`config.mk`:
```
export PLATFORM = sky130hd
export DESIGN_NAME = rob_rename_rollback
export DESIGN_NICKNAME = d
export VERILOG_FILES = /design/src/rtl/rob_pkg.sv /design/src/rtl/rob_ptr_ctl.sv /design/src/rtl/rob_entry_store.sv /design/src/rtl/rob_done_flags.sv /design/src/rtl/rob_rename_rollback.sv
export SDC_FILE = /design/constraint.sdc
export NUM_CORES = 1
export LEC_CHECK = 0
export ABC_CLOCK_PERIOD_IN_PS = 9850
export BUFFER_PORTS_ARGS = -buffer_cell sky130_fd_sc_hd__buf_4
export CAP_MARGIN = 10
export CORE_AREA = 2 2 157 159
export DETAILED_ROUTE_END_ITERATION = 10
export DIE_AREA = 0 0 159 161
export GPL_TIMING_DRIVEN = 0
export PLACE_DENSITY = 0.74
export SETUP_SLACK_MARGIN = 0.4
export SLEW_MARGIN = 20
export SYNTH_ARGS = -nofsm -noshare
export SYNTH_HDL_FRONTEND = slang
export SYNTH_SLANG_ARGS = --single-unit
```
`constraint.sdc`:
```
create_clock -name clk -period 9.85 [get_ports clk]
set_input_delay 1.97 -clock clk [delete_from_list [all_inputs] [get_ports clk]]
set_output_delay 1.97 -clock clk [all_outputs]
set_load 0.02 [all_outputs]
```
`src/rtl/rob_pkg.sv`:
```
package rob_pkg;
  typedef enum logic {
    WALK_IDLE = 1'b0,
    WALK_BUSY = 1'b1
  } walk_state_e;

  typedef logic [1:0] retire_cnt_t;
endpackage

```
`src/rtl/rob_ptr_ctl.sv`:
```
module rob_ptr_ctl #(
  parameter int DEPTH = 16,
  localparam int IDX_W = $clog2(DEPTH),
  localparam int PTR_W = IDX_W + 1
) (
  input  logic                clk,
  input  logic                rst,
  input  logic                alloc_fire,
  input  rob_pkg::retire_cnt_t retire_n,
  input  logic                flush_start,
  input  logic [PTR_W-1:0]    flush_cut_ptr,
  output logic [PTR_W-1:0]    head_ptr,
  output logic [PTR_W-1:0]    tail_ptr,
  output logic [PTR_W-1:0]    occ,
  output logic                walking,
  output logic [IDX_W-1:0]    walk_idx
);
  import rob_pkg::*;

  walk_state_e      state_q;
  logic [PTR_W-1:0] head_q, tail_q, cut_q;
  logic [PTR_W-1:0] tail_dec;

  assign tail_dec = tail_q - PTR_W'(1);

  always_ff @(posedge clk) begin
    if (rst) begin
      head_q  <= '0;
      tail_q  <= '0;
      cut_q   <= '0;
      state_q <= WALK_IDLE;
    end else begin
      head_q <= head_q + PTR_W'(retire_n);
      case (state_q)
        WALK_IDLE: begin
          if (flush_start) begin
            state_q <= WALK_BUSY;
            cut_q   <= flush_cut_ptr;
          end else if (alloc_fire) begin
            tail_q <= tail_q + PTR_W'(1);
          end
        end
        default: begin
          tail_q <= tail_dec;
          if (tail_dec == cut_q) state_q <= WALK_IDLE;
        end
      endcase
    end
  end

  assign head_ptr = head_q;
  assign tail_ptr = tail_q;
  assign occ      = tail_q - head_q;
  assign walking  = (state_q == WALK_BUSY);
  assign walk_idx = tail_dec[IDX_W-1:0];
endmodule

```
`src/rtl/rob_entry_store.sv`:
```
module rob_entry_store #(
  parameter int DEPTH  = 16,
  parameter int LREG_W = 5,
  parameter int VP_W   = 6,
  parameter int NRD    = 3,
  localparam int IDX_W = $clog2(DEPTH)
) (
  input  logic              clk,
  input  logic              wr_en,
  input  logic [IDX_W-1:0]  wr_idx,
  input  logic [LREG_W-1:0] wr_lreg,
  input  logic [VP_W-1:0]   wr_vp,
  input  logic [IDX_W-1:0]  rd_idx  [NRD],
  output logic [LREG_W-1:0] rd_lreg [NRD],
  output logic [VP_W-1:0]   rd_vp   [NRD]
);
  logic [LREG_W-1:0] lreg_mem [DEPTH];
  logic [VP_W-1:0]   vp_mem   [DEPTH];

  always_ff @(posedge clk) begin
    if (wr_en) begin
      lreg_mem[wr_idx] <= wr_lreg;
      vp_mem[wr_idx]   <= wr_vp;
    end
  end

  for (genvar p = 0; p < NRD; p++) begin : g_rd
    assign rd_lreg[p] = lreg_mem[rd_idx[p]];
    assign rd_vp[p]   = vp_mem[rd_idx[p]];
  end
endmodule

```
`src/rtl/rob_done_flags.sv`:
```
module rob_done_flags #(
  parameter int DEPTH = 16,
  localparam int IDX_W = $clog2(DEPTH)
) (
  input  logic             clk,
  input  logic             rst,
  input  logic             clr_en,
  input  logic [IDX_W-1:0] clr_idx,
  input  logic             set_en,
  input  logic [IDX_W-1:0] set_idx,
  output logic [DEPTH-1:0] flags
);
  for (genvar i = 0; i < DEPTH; i++) begin : g_flag
    always_ff @(posedge clk) begin
      if (rst) begin
        flags[i] <= 1'b0;
      end else if (clr_en && clr_idx == IDX_W'(i)) begin
        flags[i] <= 1'b0;
      end else if (set_en && set_idx == IDX_W'(i)) begin
        flags[i] <= 1'b1;
      end
    end
  end
endmodule

```
`src/rtl/rob_rename_rollback.sv`:
```
module rob_rename_rollback #(
  parameter int DEPTH  = 16,
  parameter int LREG_W = 5,
  parameter int VP_W   = 6,
  localparam int IDX_W = $clog2(DEPTH),
  localparam int PTR_W = IDX_W + 1
) (
  input  logic              clk,
  input  logic              rst,
  input  logic              alloc_valid,
  input  logic [LREG_W-1:0] alloc_lreg,
  input  logic [VP_W-1:0]   alloc_prev_vp,
  output logic              alloc_ready,
  output logic [IDX_W-1:0]  alloc_idx,
  input  logic              done_valid,
  input  logic [IDX_W-1:0]  done_idx,
  input  logic              flush_valid,
  input  logic [IDX_W-1:0]  flush_cut,
  output logic              flush_busy,
  output logic              commit0_valid,
  output logic [LREG_W-1:0] commit0_lreg,
  output logic [VP_W-1:0]   commit0_prev_vp,
  output logic              commit1_valid,
  output logic [LREG_W-1:0] commit1_lreg,
  output logic [VP_W-1:0]   commit1_prev_vp,
  output logic              restore_valid,
  output logic [LREG_W-1:0] restore_lreg,
  output logic [VP_W-1:0]   restore_prev_vp
);
  import rob_pkg::*;

  logic [PTR_W-1:0]  head_ptr, tail_ptr, occ, cut_ptr;
  logic              walking, alloc_fire, flush_start, full;
  logic [IDX_W-1:0]  walk_idx, head_idx, head_nxt_idx, cut_off, done_off;
  logic              done_hit, ret0, ret1, may_retire;
  retire_cnt_t       retire_n;
  logic [DEPTH-1:0]  flags;
  logic [IDX_W-1:0]  rd_idx  [3];
  logic [LREG_W-1:0] rd_lreg [3];
  logic [VP_W-1:0]   rd_vp   [3];

  assign head_idx     = head_ptr[IDX_W-1:0];
  assign head_nxt_idx = head_idx + IDX_W'(1);
  assign full         = (occ == PTR_W'(DEPTH));

  assign alloc_ready = !full && !walking && !flush_valid;
  assign alloc_fire  = alloc_valid && alloc_ready;
  assign alloc_idx   = tail_ptr[IDX_W-1:0];
  assign flush_busy  = walking;

  // A cut slot counts only when it lies inside the occupied window.
  assign cut_off     = flush_cut - head_idx;
  assign cut_ptr     = head_ptr + PTR_W'(cut_off);
  assign flush_start = flush_valid && !walking && ({1'b0, cut_off} < occ);

  assign done_off = done_idx - head_idx;
  assign done_hit = done_valid && ({1'b0, done_off} < occ);

  assign may_retire = !walking && !flush_valid;
  assign ret0       = may_retire && (occ != '0) && flags[head_idx];
  assign ret1       = ret0 && (occ > PTR_W'(1)) && flags[head_nxt_idx];
  assign retire_n   = {ret1, ret0 ^ ret1};

  rob_ptr_ctl #(.DEPTH(DEPTH)) u_ptr (
    .clk          (clk),
    .rst          (rst),
    .alloc_fire   (alloc_fire),
    .retire_n     (retire_n),
    .flush_start  (flush_start),
    .flush_cut_ptr(cut_ptr),
    .head_ptr     (head_ptr),
    .tail_ptr     (tail_ptr),
    .occ          (occ),
    .walking      (walking),
    .walk_idx     (walk_idx)
  );

  rob_done_flags #(.DEPTH(DEPTH)) u_flags (
    .clk    (clk),
    .rst    (rst),
    .clr_en (alloc_fire),
    .clr_idx(alloc_idx),
    .set_en (done_hit),
    .set_idx(done_idx),
    .flags  (flags)
  );

  assign rd_idx[0] = head_idx;
  assign rd_idx[1] = head_nxt_idx;
  assign rd_idx[2] = walk_idx;

  rob_entry_store #(.DEPTH(DEPTH), .LREG_W(LREG_W), .VP_W(VP_W), .NRD(3)) u_store (
    .clk    (clk),
    .wr_en  (alloc_fire),
    .wr_idx (alloc_idx),
    .wr_lreg(alloc_lreg),
    .wr_vp  (alloc_prev_vp),
    .rd_idx (rd_idx),
    .rd_lreg(rd_lreg),
    .rd_vp  (rd_vp)
  );

  always_ff @(posedge clk) begin
    if (rst) begin
      commit0_valid   <= 1'b0;
      commit1_valid   <= 1'b0;
      restore_valid   <= 1'b0;
      commit0_lreg    <= '0;
      commit0_prev_vp <= '0;
      commit1_lreg    <= '0;
      commit1_prev_vp <= '0;
      restore_lreg    <= '0;
      restore_prev_vp <= '0;
    end else begin
      commit0_valid   <= ret0;
      commit1_valid   <= ret1;
      restore_valid   <= walking;
      commit0_lreg    <= rd_lreg[0];
      commit0_prev_vp <= rd_vp[0];
      commit1_lreg    <= rd_lreg[1];
      commit1_prev_vp <= rd_vp[1];
      restore_lreg    <= rd_lreg[2];
      restore_prev_vp <= rd_vp[2];
    end
  end
endmodule

```
==> results.md, run 1 <==
* Starting DRC count in detailed routing at between 1,000 and 1,500
* Largest cells by area after synthesis: edfxtp_1, mux4_2, dfxtp_1
* Biggest area consumer among synthesized cells: edfxtp_1
* Endpoint type of the worst setup path: output pin
* WL/cell at 29.46 um
* Worst IR Drop VDD at 0.1942 mV
* Horiz. Die Dim at 159 um
* Initial antenna violation count at 0
* Total number of placement rows at 57
* Routability congestion estimate at 0.9011
* Outcome: complete, no violations
* Top Ports at 66
* Type of element launching the critical path: flip-flop
* Int Pwr at 2.371 mW
* Share of synthesized flip-flops with an asynchronous set or reset at 0
* Net count of the mapped netlist at 842
* Worst clock skew at 13.76 ps
* Buffers and inverters on the worst path at 5
* Chip height at 161 um
* Clock group share of total power at 0.285
* Crit path cell chain: clkbuf_1, buf_2, buf_2, inv_1, fa_1, a21o_1, a21oi_4, xnor2_1, nand4_1, and2_1, buf_4
* Buffer type at the clock tree root: clkbuf_16
* Highest Clock Rate at ~170 MHz
* GRT Residual Overflow at 0
* Cell family with most CP delay: buffers and inverters
* Antenna diodes at 0
* Post-route DRC violation count at 0
* Cell types with the highest counts after synthesis: edfxtp_1, mux4_2, dfxtp_1
* Sum of negative setup slack at 0 ps
* Share of the synthesized area in the top cell type at 0.4102
* Area of the core region at 23,960 um^2
* DP HPWL at about 25,000 um
* Ratio of cells with drive above 1 in the final layout at 0.3630
* Final count of pins violating max slew at 0
* Net load switching power at between 1 and 1.5 mW
* Count of hold buffers inserted by post-cts repair at 0
* Final critical delay including setup and external delays at 5971 ps
* Slew of the pin with the lowest slew margin at 1129 ps
* Pin count of the biggest net entering global routing at 17
* Max H-tree Level at 1
* Clock tree from TritonCTS: done
* CTS sink cnt at ~240
* Global-route wire length before repair at 53,410 um
* Power density of the placed cells at about 250 nW/um^2
* Synthesized area divided by synthesized cell count at 16.39 um^2
* Sequential share of the synthesized area at 0.5158
* Logic gate share of total power at 0.376
* Most used standard cell by instance count after synthesis: edfxtp_1
* Relative contribution of sequential cells to total power at 0.340
* Top fanout value on the critical path at 10
* Number of post-CTS setup repair buffers at 0
* First drt pass iteration count at 5
* Worst-path clk slew at 60 ps
* Setup repair after global routing missed its margin: false
* Fraction of the cycle the final worst path needs at 0.6062
* Cell area after technology mapping at between 10,000 and 15,000 um^2
* Delay contributed by the slowest stage of the critical path at 530 ps
* Final net count at 944
* Static Leakage at 4.929 nW
* Final Hold Vio Count at 0
* Area enclosed by the die boundary at 25,600 um^2
* Count of placed standard cells in the final layout, fillers left out at 1,233
* Remaining antenna violation count after routing at 0
* Total number of vias at about 8,600
* Resize count post-CTS at 0
* Kind of critical path: reg2out
* Starting density of the core at 0.5377
* Dominant synthesized flop cell: edfxtp_1
* Via count of the first global-routing pass at 8,542
* Worst path slowest cell: dfxtp_1
* Number of failing setup endpoints in the final timing report at 0
* Clock insertion delay at the later pin of the skew report at around 560 ps
* Utilization after layout at 0.6199
* Area added between synthesis and finish at 15.29%
* Count of flip-flops with a built-in enable after synthesis at about 180
* Worst Path Required at 7880 ps
* Count of maximum capacitance violations at 0
* Distinct cell type count after synthesis at 46
* Post-DR vias/cell at about 7.0
* Total GRT Usage at 0.2850
* Seq cells post-synth at 244
* Arrival time at the worst endpoint at roughly 4000 ps
* Max-Slew Margin vs Limit at 0.2421
* Synthesized instance count at 786
* CTS max path bufs at 3
* Total wire length after detailed routing at around 36,000 um
* Number of buffers added by the clock tree synthesis step at 27
* Cell repeated most along the worst path: buf_2
* Post-Place Cells at 1,183
* Proportion of total power due to net switching at 0.3503
* Worst min path class: reg2reg
* Yosys warning total at 0
* Input/output buffers at 64
metrics by stage:
step	total power, mW	setup slack (ps)	hold WS, ps	instance area (um^2)
after CTS	3.626	3853	539.0	14850
after floorplan	2.144	5234	483.7	12880
after global placement	2.549	3775	500.5	13770
final	3.649	3879	535.1	14860
after global routing	3.769	3629	556.7	14860
after detailed placement	2.593	4442	510.8	13920
power groups by stage:
stage          logic (mW)  registers, mW  clock network [mW]
4_1_cts              1.34           1.24                1.04
2_1_floorplan       0.861           1.28                   0
3_5_place_dp         1.33           1.26                   0
6_report             1.37           1.24                1.04
5_1_grt              1.43           1.25                1.09
3_3_place_gp         1.29           1.26                   0
worst min-delay path, cell delays in order (launching register included):
cell     delay [ps]
dfxtp_1         350
mux2i_1          80
nor2_1           70
kinds of logic (layout without fill, tap and decap cells):
family                   after synthesis  in the layout  share of synthesized area
XOR/XNOR                              26             26                    0.01884
multiplexers                         185            185                     0.2917
AND/OR/NAND/NOR                      111            111                    0.04525
AO/OA/AOI/OAI                        110            110                    0.06361
buffers and inverters                 78            201                    0.03078
adder cells (fa/ha/maj)               32             32                    0.03399
flip-flops                           244            244                     0.5158
cells in the final DEF, fill, tap and decap left out, types with 5 or more instances in the layout:
master     synthesis  routed
xnor2_1           19      19
a31oi_1            5       5
dfxtp_1           68      68
buf_4             13      78
inv_1             14      14
a21oi_1           24      24
clkbuf_16          0      28
mux4_2           152     152
nand2b_1           5       5
buf_2             26      26
nand2_1           11      11
buf_6              3       7
and3_1             6       6
fa_1               5       5
nor2b_1           43      43
nor3_1             9       6
ha_1              27      27
nor2_2             0       9
nor2_1            27      18
a311oi_1          12      12
a21o_1             5       5
mux2i_1           29      29
clkbuf_1          17      27
a211oi_1          48      48
edfxtp_1         176     176
path summary, 6_finish.rpt:
check	startpoint	to	slack [ps]	cells after the start
worst max-delay path	u_ptr.head_ptr[1]	alloc_ready	3880	11
worst min-delay path	u_ptr.cut_q[0]	u_ptr.cut_q[0]	540	2
worst max register to register	u_ptr.head_ptr[1]	u_store.lreg_mem[2][3]	4820	13
worst min register to register	u_ptr.cut_q[0]	u_ptr.cut_q[0]	540	2
metal layers:
metal,global-route usage,vias up,part of all wire
met5,0,-,0
met4,0.1264,0,0.047
met1,0.3847,4347,0.37
met3,0.06857,121,0.12
li1,-,3447,-
met2,0.4476,697,0.47
sequential cells by signal, indices dropped and copies added (netlist names):
| name | flops |
|---|---|
| u_ptr.cut_q | 5 |
| restore_lreg | 5 |
| commit1_lreg | 5 |
| commit0_lreg | 5 |
| u_store.vp_mem | 96 |
| u_ptr.head_ptr | 5 |
| commit1_valid | 1 |
| commit1_prev_vp | 6 |
| u_flags.flags | 16 |
| u_store.lreg_mem | 80 |
| u_ptr.walking | 1 |
| commit0_prev_vp | 6 |
| restore_valid | 1 |
| restore_prev_vp | 6 |
| u_ptr.tail_ptr | 5 |
| commit0_valid | 1 |
final cells by class:
type	instances	area (um^2)
Tap cell	324	405.4
Sequential cell	244	6646
Clock inverter	9	147.6
Inverter	15	56.30
Timing Repair Buffer	73	593.1
Multi-Input combinational cell	464	5887
Fill cell	1740	9107
Clock buffer	41	779.5
Buffer	63	340.3
No activity file was read; power rests on OpenSTA's default activity.
==> inputs of run 2 (changes only) <==
- ABC_AREA: default -> 1
- ABC_CLOCK_PERIOD_IN_PS: 9850 -> 4900
- CORE_AREA: 2 2 157 159 -> 2 2 161 163
- DIE_AREA: 0 0 159 161 -> 0 0 163 165
- PLACE_DENSITY: 0.74 -> 0.77
- clock period: 9.85 -> 4.9 ns (I/O delays scaled with it)
==> results.md, run 2 <==
* Outcome: complete, but fails checks
* Violations in the final reports: design-rule violations
* Post-route DRC violation count at 5 (+5)
* Setup repair after global routing missed its margin: false
* Chip height at 165 um (+2.5%)
* Yosys warning total at 0 (unchanged)
* CTS sink cnt at 244 (unchanged)
* Worst clock skew at 14.77 ps (+1.009 ps)
* Top Ports at 66 (unchanged)
* Cell area after technology mapping at 13,670 um^2 (+6.1%)
* Synthesized instance count at 1,640 (+110%)
* Most flops, register: u_store.vp_mem
* Area of the core region at 25,040 um^2 (+4.5%)
* Power density of the placed cells at 501.2 nW/um^2 (+100%)
* WL/cell at 28.16 um (-4.4%)
* Worst path slowest cell: dfxtp_1
* Largest cells by area after synthesis: edfxtp_1, o21ai_0, dfxtp_1
* Seq cells post-synth at 244 (unchanged)
* Count of flip-flops with a built-in enable after synthesis at 176 (unchanged)
* Top fanout value on the critical path at 13 (+3)
* Leading registers by flop count: u_store.vp_mem x96, u_store.lreg_mem x80, u_flags.flags x16
* Max H-tree Level at 1 (unchanged)
* Share of the synthesized area in the top cell type at 0.3866 (-0.02354)
* Total chip power at 7.836 mW (+110%)
* Buffer type at the clock tree root: clkbuf_16
* Net count of the mapped netlist at 1,696 (+100%)
* Worst hold slack across all endpoints at 477.4 ps (-57.70 ps)
* Input/output buffers at 64 (unchanged)
* Slew of the pin with the lowest slew margin at 1200 ps (+70.88 ps)
* Post-DR vias/cell at 6.761 (-3.2%)
* Dominant synthesized flop cell: edfxtp_1
* Final critical delay including setup and external delays at 4352 ps
* Total GRT Usage at 0.4360 (+0.1510)
* Routability congestion estimate at 1.055 (+17%)
* Ratio of cells with drive above 1 in the final layout at 0.1304 (-0.2327)
* Cell types with the highest counts after synthesis: o21ai_0, a21oi_1, nand3_1
* Share of synthesized flip-flops with an asynchronous set or reset at 0 (unchanged)
* Area added between synthesis and finish at 14.39%
* Worst-path clk slew at 70 ps (about the same)
* Endpoint type of the worst setup path: output pin
* Fraction of the cycle the final worst path needs at 0.8882
* Initial antenna violation count at 0 (unchanged)
* First drt pass iteration count at 11 (+6)
* Biggest area consumer among synthesized cells: edfxtp_1
* Worst min path class: reg2reg
* Most used standard cell by instance count after synthesis: o21ai_0
* Clock insertion delay at the later pin of the skew report at 550 ps (about the same)
* Sum of negative setup slack at 0 ps (unchanged)
* Worst IR Drop VDD at 0.4610 mV (+140%)
* Buffers and inverters on the worst path at 5 (unchanged)
* Starting density of the core at 0.5460 (+0.008279)
* Cell repeated most along the worst path: nand2_1
* Worst Path Required at 3920 ps (-3960 ps)
* Total number of placement rows at 58 (+1.8%)
* Synthesized area divided by synthesized cell count at 8.335 um^2 (-49%)
* Highest Clock Rate at 229.8 MHz
* Static Leakage at 5.976 nW (+21%)
* Global-route wire length before repair at 83,770 um (+57%)
* Final Hold Vio Count at 0 (unchanged)
* Via count of the first global-routing pass at 13,140 (+54%)
* Number of failing setup endpoints in the final timing report at 0 (unchanged)
* Flip-flop count of the largest register, all copies and words added at 96 (unchanged)
* Starting DRC count in detailed routing at 2,685 (+130%)
* Final count of pins violating max slew at 0 (unchanged)
* Max-Slew Margin vs Limit at 0.2002 (-0.04184)
* Most used cells in the layout excluding fill and tap cells: o21ai_0, a21oi_1, nand3_1
* DP HPWL at 40,360 um (+63%)
* Arrival time at the worst endpoint at 3370 ps (-630 ps)
* Type of element launching the critical path: flip-flop
* Utilization after layout at 0.6245 (+0.004603)
* Total wire length after detailed routing at 59,000 um (+62%)
* Crit path cell chain: inv_2, buf_2, clkbuf_2, ha_1, inv_1, fa_1, nand3_1, nand2_1, nand2_1, nand2_2, nand4_2, nand2_1, nor2_1, buf_4
* Total number of vias at 14,160 (+64%)
* Area enclosed by the die boundary at 26,900 um^2 (+5.1%)
* Count of maximum capacitance violations at 0 (unchanged)
* Final net count at 1,801 (+91%)
* Delay contributed by the slowest stage of the critical path at 460 ps (-70 ps)
* Sequential share of the synthesized area at 0.4862 (-0.02960)
* Cell family with most CP delay: buffers and inverters
* CTS max path bufs at 3 (unchanged)
* GRT Residual Overflow at 0 (unchanged)
* Most common library cell in the layout ignoring fill and taps: o21ai_0
* Remaining antenna violation count after routing at 0 (unchanged)
* Clock tree from TritonCTS: done
* Distinct cell type count after synthesis at 34 (-26%)
* Number of buffers added by the clock tree synthesis step at 25 (-7.4%)
* Horiz. Die Dim at 163 um (+2.5%)
* Pin count of the biggest net entering global routing at 17 (unchanged)
* Kind of critical path: reg2out
[run 2: cell count changes after synthesis, moves of 26 or more]
cell	change
o21ai_0	+271
a21oi_1	+245
nand3_1	+175
mux4_2	-152
nand2_1	+152
inv_1	+124
nor2_1	+71
a211oi_1	-48
nor2b_1	-43
o211ai_1	+38
buf_2	+33
mux2i_1	-29
clkbuf_1	+26
[run 2: timing repair]
action / CTS / global route
buffers inserted: 0 / 0
hold buffers: 0 / 0
endpoints found under the setup margin: 1 / 1
resized for setup: 1 / 3
pin swaps: 0 / 0
[run 2: power by group]
group          internal [mW]  switching, mW  total [mW]
combinational          0.954           2.43        3.39
clock                   1.17          0.831        2.00
sequential              2.36         0.0878        2.45
[run 2: cell type report]
class | count | area, um^2
fillers | 2195 | 9400
multi-input cells | 1121 | 5879
repair buffers | 78 | 660.6
clock inverters | 14 | 148.9
diodes | 1 | 2.502
well taps | 330 | 412.9
plain buffers | 129 | 635.6
clock buffers | 32 | 701.9
inverters | 146 | 548.0
flip-flops and latches | 244 | 6646
[run 2: path summary, 6_finish.rpt]
check | slack [ps] | endpoint | from | cells past startpoint
worst min register to register | 480 | u_ptr.cut_q[3] | u_ptr.cut_q[3] | 2
worst min-delay path | 480 | u_ptr.cut_q[3] | u_ptr.cut_q[3] | 2
worst max register to register | 750 | u_store.vp_mem[2][0] | u_ptr.tail_ptr[0] | 15
worst max-delay path | 550 | alloc_ready | u_ptr.tail_ptr[0] | 14
[run 2: cell families (layout without fill, tap and decap cells)]
group           Yosys count  count (layout)  synth area share
buf+inv                 275             399           0.08641
compound gates          608             608            0.2320
other cells               0               1                 0
simple gates            455             455            0.1455
flops                   244             244            0.4862
xor+xnor                 26              26           0.01776
fa+ha+maj                32              32           0.03204
[run 2: worst register-to-register path: cells and delay by family, from the launching register on]
kind / cells / cell delay [ps]
AND/OR/NAND/NOR: 7 / 1360
flip-flops: 1 / 460
buffers and inverters: 6 / 1410
adder cells (fa/ha/maj): 2 / 620
[run 2: metal layers]
| metal | global-route usage | share of wire |
|---|---|---|
| met1 | 0.5335 | 0.34 |
| met2 | 0.6383 | 0.41 |
| met3 | 0.1627 | 0.16 |
| met4 | 0.3049 | 0.092 |
| met5 | 0 | 0 |
[run 2: stage by stage]
step	setup slack, ps	cell area [um^2]	cells
CTS	522.9	15630	2094
floorplan	1585	13670	1640
detailed placement	682.5	14780	2048
finish	547.7	15640	2095
global route	501.3	15630	2094
global placement	-171.2	14560	2034
